<file path="src/rtl/usb_rx_pkg.sv">
package usb_rx_pkg;
  typedef enum logic [1:0] {
    HS_NONE = 2'd0,
    HS_ACK  = 2'd1,
    HS_NAK  = 2'd2
  } hs_e;
endpackage

</file>
<file path="src/rtl/rx_sfifo.sv">
module rx_sfifo #(
  parameter int WIDTH = 8,
  parameter int DEPTH = 4,
  localparam int PW = (DEPTH > 1) ? $clog2(DEPTH) : 1,
  localparam int CW = $clog2(DEPTH + 1)
) (
  input  logic             clk_i,
  input  logic             rst_ni,
  input  logic             push_i,
  input  logic [WIDTH-1:0] data_i,
  input  logic             pop_i,
  output logic [WIDTH-1:0] data_o,
  output logic             full_o,
  output logic             empty_o
);
  logic [WIDTH-1:0] mem_q [DEPTH];
  logic [PW-1:0]    wr_ptr_q, rd_ptr_q;
  logic [CW-1:0]    cnt_q;
  logic             do_push, do_pop;

  assign full_o  = (cnt_q == CW'(DEPTH));
  assign empty_o = (cnt_q == '0);
  assign do_push = push_i && !full_o;
  assign do_pop  = pop_i && !empty_o;
  assign data_o  = mem_q[rd_ptr_q];

  always_ff @(posedge clk_i) begin
    if (do_push) mem_q[wr_ptr_q] <= data_i;
  end

  always_ff @(posedge clk_i or negedge rst_ni) begin
    if (!rst_ni) begin
      wr_ptr_q <= '0;
      rd_ptr_q <= '0;
      cnt_q    <= '0;
    end else begin
      if (do_push) wr_ptr_q <= (wr_ptr_q == PW'(DEPTH - 1)) ? '0 : wr_ptr_q + 1'b1;
      if (do_pop)  rd_ptr_q <= (rd_ptr_q == PW'(DEPTH - 1)) ? '0 : rd_ptr_q + 1'b1;
      case ({do_push, do_pop})
        2'b10:   cnt_q <= cnt_q + 1'b1;
        2'b01:   cnt_q <= cnt_q - 1'b1;
        default: cnt_q <= cnt_q;
      endcase
    end
  end

  p_no_overflow_r10: assert property (@(posedge clk_i) disable iff (!rst_ni)
    cnt_q <= CW'(DEPTH));
  p_push_nonempty_r7: assert property (@(posedge clk_i) disable iff (!rst_ni)
    do_push |=> !empty_o);
endmodule

</file>
<file path="src/rtl/rx_pkt_ctrl.sv">
module rx_pkt_ctrl import usb_rx_pkg::*; #(
  parameter int NUM_EP = 16,
  parameter int ID_W   = 5,
  parameter int OFF_W  = 6,
  localparam int EP_W  = $clog2(NUM_EP),
  localparam int LEN_W = OFF_W + 1,
  localparam int CNT_W = OFF_W + 2
) (
  input  logic              clk_i,
  input  logic              rst_ni,
  input  logic              tok_valid_i,
  input  logic [EP_W-1:0]   tok_ep_i,
  input  logic              tok_setup_i,
  input  logic              byte_valid_i,
  input  logic              eop_i,
  input  logic              crc_ok_i,
  input  logic [NUM_EP-1:0] out_en_i,
  input  logic              av_empty_i,
  input  logic [ID_W-1:0]   av_id_i,
  input  logic              rx_full_i,
  output logic              wr_en_o,
  output logic [ID_W+OFF_W-1:0] wr_addr_o,
  output logic              hs_valid_o,
  output hs_e               hs_o,
  output logic              av_pop_o,
  output logic              rx_push_o,
  output logic [ID_W-1:0]   d_id_o,
  output logic [LEN_W-1:0]  d_len_o,
  output logic [EP_W-1:0]   d_ep_o,
  output logic              d_setup_o
);
  localparam logic [CNT_W-1:0] MAX_CNT = CNT_W'(2 ** OFF_W);

  logic             busy_q, held_q, setup_q, hs_valid_q;
  logic [EP_W-1:0]  ep_q;
  logic [ID_W-1:0]  id_q;
  logic [CNT_W-1:0] cnt_q;
  hs_e              hs_q;
  logic             fin, good, held_d;

  // space and enable are judged once, at the token
  assign held_d = !av_empty_i && !rx_full_i && (tok_setup_i || out_en_i[tok_ep_i]);
  assign fin    = busy_q && eop_i;
  assign good   = fin && crc_ok_i && (cnt_q >= CNT_W'(2));

  assign wr_en_o   = busy_q && held_q && byte_valid_i && (cnt_q < MAX_CNT);
  assign wr_addr_o = {id_q, cnt_q[OFF_W-1:0]};

  assign rx_push_o = good && held_q;
  assign av_pop_o  = good && held_q;
  assign d_id_o    = id_q;
  assign d_len_o   = LEN_W'(cnt_q - CNT_W'(2));
  assign d_ep_o    = ep_q;
  assign d_setup_o = setup_q;

  assign hs_valid_o = hs_valid_q;
  assign hs_o       = hs_q;

  always_ff @(posedge clk_i or negedge rst_ni) begin
    if (!rst_ni) begin
      busy_q     <= 1'b0;
      held_q     <= 1'b0;
      setup_q    <= 1'b0;
      ep_q       <= '0;
      id_q       <= '0;
      cnt_q      <= '0;
      hs_valid_q <= 1'b0;
      hs_q       <= HS_NONE;
    end else begin
      hs_valid_q <= fin;
      if (fin) begin
        busy_q <= 1'b0;
        if (!good)       hs_q <= HS_NONE;
        else if (held_q) hs_q <= HS_ACK;
        else if (setup_q) hs_q <= HS_NONE;
        else             hs_q <= HS_NAK;
      end else if (busy_q && byte_valid_i && (cnt_q != '1)) begin
        cnt_q <= cnt_q + 1'b1;
      end
      if (tok_valid_i) begin
        busy_q  <= 1'b1;
        held_q  <= held_d;
        setup_q <= tok_setup_i;
        ep_q    <= tok_ep_i;
        id_q    <= av_id_i;
        cnt_q   <= '0;
      end
    end
  end

  p_no_write_idle_r1: assert property (@(posedge clk_i) disable iff (!rst_ni)
    !busy_q |-> !wr_en_o);
  p_setup_no_nak_r3: assert property (@(posedge clk_i) disable iff (!rst_ni)
    (hs_valid_q && hs_q == HS_NAK) |-> $past(!setup_q));
  p_bad_crc_silent_r4: assert property (@(posedge clk_i) disable iff (!rst_ni)
    (busy_q && eop_i && !crc_ok_i) |=> (hs_valid_q && hs_q == HS_NONE));
  p_hs_pulse_r11: assert property (@(posedge clk_i) disable iff (!rst_ni)
    hs_valid_q |-> $past(fin));
endmodule

</file>
<file path="src/rtl/usb_rx_buf_mgr.sv">
module usb_rx_buf_mgr import usb_rx_pkg::*; #(
  parameter int MEM_BYTES  = 2048,
  parameter int MAX_PKT    = 64,
  parameter int NUM_EP     = 16,
  parameter int FIFO_DEPTH = 4,
  localparam int ID_W   = $clog2(MEM_BYTES / MAX_PKT),
  localparam int OFF_W  = $clog2(MAX_PKT),
  localparam int LEN_W  = OFF_W + 1,
  localparam int EP_W   = $clog2(NUM_EP),
  localparam int ADDR_W = ID_W + OFF_W
) (
  input  logic              clk_i,
  input  logic              rst_ni,
  input  logic              tok_valid_i,
  input  logic [EP_W-1:0]   tok_ep_i,
  input  logic              tok_setup_i,
  input  logic              byte_valid_i,
  input  logic              eop_i,
  input  logic              crc_ok_i,
  input  logic [NUM_EP-1:0] out_en_i,
  input  logic              av_push_i,
  input  logic [ID_W-1:0]   av_id_i,
  output logic              av_full_o,
  output logic              av_empty_o,
  input  logic              rx_pop_i,
  output logic [ID_W-1:0]   rx_id_o,
  output logic [LEN_W-1:0]  rx_len_o,
  output logic [EP_W-1:0]   rx_ep_o,
  output logic              rx_setup_o,
  output logic              rx_full_o,
  output logic              rx_empty_o,
  output logic              pkt_rcvd_o,
  output logic              wr_en_o,
  output logic [ADDR_W-1:0] wr_addr_o,
  output logic              hs_valid_o,
  output logic [1:0]        hs_o
);
  localparam int DW = 1 + EP_W + LEN_W + ID_W;

  logic [ID_W-1:0]  head_id, d_id;
  logic [LEN_W-1:0] d_len;
  logic [EP_W-1:0]  d_ep;
  logic             d_setup, av_pop, rx_push;
  logic [DW-1:0]    rx_din, rx_dout;
  hs_e              hs;

  rx_sfifo #(.WIDTH(ID_W), .DEPTH(FIFO_DEPTH)) i_av_fifo (
    .clk_i, .rst_ni,
    .push_i (av_push_i),
    .data_i (av_id_i),
    .pop_i  (av_pop),
    .data_o (head_id),
    .full_o (av_full_o),
    .empty_o(av_empty_o)
  );

  rx_pkt_ctrl #(.NUM_EP(NUM_EP), .ID_W(ID_W), .OFF_W(OFF_W)) i_ctrl (
    .clk_i, .rst_ni,
    .tok_valid_i, .tok_ep_i, .tok_setup_i, .byte_valid_i, .eop_i, .crc_ok_i,
    .out_en_i,
    .av_empty_i(av_empty_o),
    .av_id_i   (head_id),
    .rx_full_i (rx_full_o),
    .wr_en_o,
    .wr_addr_o,
    .hs_valid_o,
    .hs_o      (hs),
    .av_pop_o  (av_pop),
    .rx_push_o (rx_push),
    .d_id_o    (d_id),
    .d_len_o   (d_len),
    .d_ep_o    (d_ep),
    .d_setup_o (d_setup)
  );

  assign hs_o   = hs;
  assign rx_din = {d_setup, d_ep, d_len, d_id};

  rx_sfifo #(.WIDTH(DW), .DEPTH(FIFO_DEPTH)) i_rx_fifo (
    .clk_i, .rst_ni,
    .push_i (rx_push),
    .data_i (rx_din),
    .pop_i  (rx_pop_i),
    .data_o (rx_dout),
    .full_o (rx_full_o),
    .empty_o(rx_empty_o)
  );

  assign {rx_setup_o, rx_ep_o, rx_len_o, rx_id_o} = rx_dout;
  assign pkt_rcvd_o = !rx_empty_o;

  p_pop_nonempty_r9: assert property (@(posedge clk_i) disable iff (!rst_ni)
    av_pop |-> !av_empty_o);
  p_push_room_r10: assert property (@(posedge clk_i) disable iff (!rst_ni)
    rx_push |-> !rx_full_o);
endmodule

</file>
<file path="config.mk">
export PLATFORM = sky130hd
export DESIGN_NAME = usb_rx_buf_mgr
export DESIGN_NICKNAME = d
export VERILOG_FILES = /design/src/rtl/usb_rx_pkg.sv /design/src/rtl/rx_sfifo.sv /design/src/rtl/rx_pkt_ctrl.sv /design/src/rtl/usb_rx_buf_mgr.sv
export SDC_FILE = /design/constraint.sdc
export NUM_CORES = 1
export LEC_CHECK = 0
export BUFFER_PORTS_ARGS = -buffer_cell sky130_fd_sc_hd__buf_4
export CAP_MARGIN = 30
export CORE_ASPECT_RATIO = 0.75
export CORE_MARGIN = 2
export CORE_UTILIZATION = 35
export DETAILED_ROUTE_END_ITERATION = 10
export GPL_ROUTABILITY_DRIVEN = 0
export PLACE_DENSITY_LB_ADDON = 0.1
export SYNTH_ARGS = -nofsm -noshare
export SYNTH_HDL_FRONTEND = slang
export SYNTH_SLANG_ARGS = --single-unit
</file>
<file path="constraint.sdc">
create_clock -name clk_i -period 3 [get_ports clk_i]
set_clock_uncertainty 0.15 [all_clocks]
set_input_delay 0.3 -clock clk_i [delete_from_list [all_inputs] [get_ports clk_i]]
set_output_delay 0.3 -clock clk_i [all_outputs]
set_load 0.005 [all_outputs]
</file>
# ---- Word-level counts from Yosys, hierarchy flattened
# Memories as Yosys holds them, arrays and structs flattened. A register that Yosys moved wholly into a read port is not among the register bits.
# Cells that the tools add are included.
dict set report classes {
  n_eq_ne 12
  muxes 20
  n_reduce_logical 28
  order_cmp 3
  addsub 10
}
# cell count
set op_table {}
lappend op_table {{$mux W8} 3}
lappend op_table {{$logic_and A1 B1 Y1} 15}
lappend op_table {{$mux W2} 7}
lappend op_table {{$eq A2 B2 Y1 const B} 6}
lappend op_table {{$pmux W3 S2} 2}
lappend op_table {{$add A2 B1 Y2 const B} 4}
lappend op_table {{$add A8 B1 Y8 const B} 1}
lappend op_table {{$ge A8 B2 Y1 const B} 1}
lappend op_table {{$lt A8 B7 Y1 const B} 1}
lappend op_table {{$ne A8 B8 Y1 const B} 1}
lappend op_table {{$reduce_bool A2 Y1} 4}
lappend op_table {{$mux W1} 7}
lappend op_table {{$sub A7 B2 Y7 const B} 1}
lappend op_table {{$add A3 B1 Y3 const B} 2}
lappend op_table {{$eq A3 B3 Y1 const B} 2}
lappend op_table {{$logic_not A3 Y1} 2}
lappend op_table {{$sub A3 B1 Y3 const B} 2}
lappend op_table {{$logic_not A1 Y1} 5}
lappend op_table {{$lt A4 B5 Y1 const B} 1}
lappend op_table {{$bmux W1 S4} 1}
lappend op_table {{$eq A2 B1 Y1 const B} 2}
lappend op_table {{$ne A2 B2 Y1 const B} 1}
lappend op_table {{$reduce_and A2 Y1} 1}
lappend op_table {{$logic_or A1 B1 Y1} 1}
dict set report totals {
  inputBits 34
  mem_bits_rw 88
  n_memories 2
  word_cells 88
  reg_bits 32
}
# name depth word_bits read_ports rd_ports_with_merged_regs write_ports line_no
set mem_list {}
lappend mem_list {i_rx_fifo.mem_q 4 17 1 0 1 rx_sfifo.sv:16} ;# logic [WIDTH-1:0] mem_q [DEPTH];
lappend mem_list {i_av_fifo.mem_q 4 5 1 1 1 rx_sfifo.sv:16}

# ---- Longest topological paths before layout
dict set report depth {
  word_depth 7
  depth_mapped 12
  mapped_depth_nobuf 12
}

# ---- By module
# Synthesis repeated with hierarchy kept, for this count alone.
dict set report hier_totals {
  cells_unflattened 326
  hier_area_um2 5587.9
}
# module area_each_um2 instances seq_area_each_um2 cells_each
set modules_own_cells {}
lappend modules_own_cells {{rx_sfifo (i_rx_fifo)} 2946.6 1 2217.1 129}
lappend modules_own_cells {rx_pkt_ctrl 1432.6 1 575.6 130}
lappend modules_own_cells {{rx_sfifo (i_av_fifo)} 1204.9 1 775.7 66}
lappend modules_own_cells {usb_rx_buf_mgr 3.8 1 0.0 1}

# ---- Worst setup path before layout
# Ideal clock, no wire load.
dict set report synth_path {
  path_kind {register -> register}
  from {register i_ctrl.cnt_q[3]}
  to {register i_rx_fifo.cnt_q[2]}
  n_path_buf 1
  period_less_slack_ns 2.809
  t_arrival_ns 2.580
  setup_slack_ns 0.191
  stages_incl_launch_ff 12
  path_cell_list {dfrtp_1 -> buf_4 -> or4_4 -> o41ai_4 -> nor3_2 -> inv_1 -> ha_1 -> inv_1 -> fa_1 -> xor2_1 -> nor2_1 -> xor2_1}
}
dict set report synth_via {
  elab_chain_cells 6
}
# element line_no
set synth_lines {}
lappend synth_lines {{start, declared} rx_pkt_ctrl.sv:37} ;# logic [CNT_W-1:0] cnt_q;
lappend synth_lines {{start signal, assigned} rx_pkt_ctrl.sv:78} ;# cnt_q <= cnt_q + 1'b1;
lappend synth_lines {{$ge A8 B2 Y1 *} rx_pkt_ctrl.sv:44} ;# assign good = fin && crc_ok_i && (cnt_q >= CNT_W'(2));
lappend synth_lines {{$logic_and A1 B1 Y1 *} rx_pkt_ctrl.sv:44}
lappend synth_lines {{$logic_and A1 B1 Y1 *} rx_pkt_ctrl.sv:49} ;# assign rx_push_o = good && held_q;
lappend synth_lines {{$logic_and A1 B1 Y1 *} rx_sfifo.sv:23} ;# assign do_push = push_i && !full_o;
lappend synth_lines {{$eq A2 B1 Y1 / $eq A2 B2 Y1 (equally long branches)} rx_sfifo.sv:39} ;# case ({do_push, do_pop})
lappend synth_lines {{$pmux W3 S2 / $reduce_bool A2 Y1 (equally long branches)} -}
lappend synth_lines {{end signal, assigned} rx_sfifo.sv:40} ;# 2'b10: cnt_q <= cnt_q + 1'b1;
lappend synth_lines {{end signal, assigned} rx_sfifo.sv:41} ;# 2'b01: cnt_q <= cnt_q - 1'b1;
lappend synth_lines {{end signal, assigned} rx_sfifo.sv:42} ;# default: cnt_q <= cnt_q;
lappend synth_lines {{end, declared} rx_sfifo.sv:18} ;# logic [CW-1:0] cnt_q;
# Every way passes the cells marked *; elsewhere a longest branch is shown, timed or not.
# A chain may end at the register's enable or synchronous reset.

# ---- Worst setup path in the final report
dict set report layout_path {
  from {register i_ctrl.cnt_q[2]}
  to {register i_rx_fifo.cnt_q[2]}
}
# Same word-level chain as after synthesis.

==> flow_summary.toml <==
[route]
route.detailed.drc = 0
detail_route.iter0.violations = 138
wl_per_cell_um = 17.5
wl_um = 10900
ant_nets = 0
dr_total_vias = 2885
drt_pass1_iterations = 4
vias_per_cell = 4.63

[sta]
drv_slew = 0
worst_slack_ns = 0.185
period_share = 0.938
worst_pin_slew_ns = 0.940
hold_viol_final = 0
finalSetupViolCount = 0
fin_crit_ns = 2.81
clock.fmax_mhz = 355
max-slew-margin-rel = 0.373

[clock_tree]
cts.path.max_buffers = 2
ctsHtreeMaxLevel = 4
clkLatencyLatePin_ns = 0.41
cts_num_sinks = 125
root_buffer = "clkbuf_16"
clk_pin_slew_ns = 0.06
cts_buffers = 17
cts_tree = "done"

[global_routing]
grt_max_degree = 38
overflow = 0
groute.usage.overall = 0.144
grt_pass1_vias = 3093
grt_first_pass_wirelength_um = 17600
antenna_found_initial = 0

[floorplan]
initial_core_util = 0.355
die_y_um = 111
die_area_sq_mm = 0.0163
die_w_um = 147
io_pins = 71
fp.coreArea_sq_mm = 0.0151
rows = 39

[place]
place_area_sq_mm = 0.00612
portBuffers = 70
post-place-ws_ns = 0.118
post-dp-hpwl_um = 7320

[min_path]
whs_path_depth = 2
holdCritStartpoint = "tok_ep_i[0]"
hold_end = "i_ctrl.d_ep_o[0]"
hold_path.class = "input port to flop"

[cells_and_area]
area_growth_pct = 26.5
fin_nets = 459
drive_gt1_frac = 0.376
final_area_sq_mm = 0.00678
antenna_cells = 0

[synthesis]
yosysUniqueCellTypes = 40
synth_area_sq_mm = 0.00536
ys_warn_count = 0
ys_seq_area_frac = 0.666
synth-seq-cells = 125
synthCells = 316
synthesis.nets = 368
ys.flop_type = "edfxtp_1"
async_flop_share = 0.296
synth_edf_count = 88
avgSynthCellArea_sq_um = 17.0

[power]
power_density_mw_per_mm2 = 784
leakagePower_nw = 2.57
p_total_mw = 5.31
max-vdd-ir-drop_uv = 424

[critical_path]
cp-start-kind = "flop"
endpoint_kind = "flop"
cp.required_ns = 3.18
crit_fanout = 4
rr_worst_depth = 10
worst_ep_arrival_time_ns = 3.00
startpoint = "i_ctrl.cnt_q[2]"
r2r_start = "i_ctrl.cnt_q[2]"
r2r-end = "i_rx_fifo.cnt_q[2]"
critPathKind = "flop to flop"
regToRegSetupSlack_ns = 0.19

[outcome]
status = "finished clean"

[run]
cap_violations = 0
## critical path: stages (launching register included)
cell and delay [ns]:
dfrtp_1 0.41, or4_4 0.56, o41ai_4 0.42, nor3_2 0.10, inv_1 0.08, ha_1 0.18
inv_1 0.06, fa_1 0.37, xor2_1 0.15, nor2_1 0.11, xor2_1 0.15
## layer usage
metal,global-route usage,wire length (um),up-vias
li1,-,-,1373
met1,0.200,5250,1448
met2,0.223,5160,51
met3,0.0358,356,13
met4,0.0519,135,0
met5,0,0,-
## registers in the layout, indices dropped and copies added, names as in the netlist, 2 cells and up
| name | flops |
|---|---|
| i_av_fifo.rd_ptr_q | 2 |
| i_av_fifo.mem_q | 20 |
| i_ctrl.hs_o | 2 |
| i_rx_fifo.rd_ptr_q | 2 |
| i_av_fifo.wr_ptr_q | 2 |
| i_rx_fifo.wr_ptr_q | 2 |
| i_ctrl.d_id_o | 5 |
| i_ctrl.d_ep_o | 4 |
| i_av_fifo.cnt_q | 3 |
| i_rx_fifo.cnt_q | 3 |
| i_ctrl.cnt_q | 8 |
| i_rx_fifo.mem_q | 68 |
## area by class of cell
type	instances	area, sq um
clock buffers	17	425
clock inverters	13	119
fillers	1357	8300
inverters	22	82.6
multi-input cells	154	1630
flip-flops and latches	125	3570
well taps	205	256
repair buffers	87	698
## how the worst max path moves through the flow
stage                     slack [ns]                 end  cells after the start
after floorplan                 0.19  i_rx_fifo.cnt_q[2]                     11
after detailed placement        0.12  i_av_fifo.cnt_q[2]                     11
final                           0.19  i_rx_fifo.cnt_q[2]                     10
after global routing          -0.001  i_rx_fifo.cnt_q[2]                     10
after CTS                       0.08  i_av_fifo.cnt_q[2]                     11
after global placement          0.18  i_rx_fifo.cnt_q[2]                     10
## report_power, final
part           total [mW]  switching, mW  internal (mW)
clock                1.89          0.754           1.13
combinational        1.19          0.519          0.670
sequential           2.24          0.162           2.07
## logic make-up after synthesis
| kind of cell | synth area share |
|---|---|
| AO/OA/AOI/OAI | 0.0264 |
| XOR/XNOR | 0.0245 |
| adder cells (fa/ha/maj) | 0.0448 |
| buffers and inverters | 0.0313 |
| flip-flops | 0.666 |
| multiplexers | 0.150 |
| AND/OR/NAND/NOR | 0.0570 |
## Yosys cell counts, drive strengths merged, types with 2 or more instances
master,count,area [sq um]
edfxtp,88,2640
dfrtp,37,926
mux4,25,563
inv,22,82.6
mux2,18,203
ha,16,200
nor2,14,52.6
nand2,12,45.0
buf,10,66.3
xnor2,9,78.8
and2,8,50.1
nor3,6,35.0
xor2,6,52.6
clkbuf,5,18.8
mux2i,4,40.0
o21ai,3,15.0
o41ai,3,45.1
a2111oi,2,17.5
a211oi,2,15.0
a21o,2,15.0
a21oi,2,10.0
and3,2,12.5
fa,2,40.0
nand3,2,10.0
nand3b,2,15.0
nor3b,2,15.0
nor4b,2,17.5
o31ai,2,15.0
or4,2,18.8
## per-stage QoR
stage | hold WS [ns] | cells | TNS [ns] | utilization
6_report | 0.0248 | 623 | 0 | 0.450
2_1_floorplan | -0.146 | 316 | 0 | -
3_5_place_dp | 0.164 | 584 | 0 | 0.406
5_1_grt | 0.0273 | 623 | -0.00110 | 0.450
4_1_cts | 0.0134 | 621 | 0 | 0.446
3_3_place_gp | 0.168 | 584 | 0 | 0.406
## layout by cell type (no fill, tap or decap), types with 2 or more instances in the layout
cell,n
inv_6,3
nor2_1,14
a21o_1,2
buf_4,78
mux4_2,25
nand3_1,2
a211oi_1,2
edfxtp_1,88
dlygate4sd3_1,7
a21oi_1,2
inv_1,22
o21ai_0,3
ha_1,16
and2_1,8
o31ai_1,2
clkinvlp_4,6
fa_1,2
nor3_1,4
nand3b_1,2
nor4b_1,2
and3_1,2
clkbuf_16,17
nor3_2,2
mux2i_1,4
dfrtp_1,37
a2111oi_0,2
nor3b_1,2
o41ai_1,2
mux2_2,18
nand2_1,12
xor2_1,6
xnor2_1,9
## repair_timing
action                                 4_1_cts  5_1_grt
setup endpoints to repair                    0        2
gates resized for setup                      0        1
endpoints found under the hold margin       58        0
hold buffers                                 7        0
setup buffers                                0        0
Power figures use the tool's default switching activity.
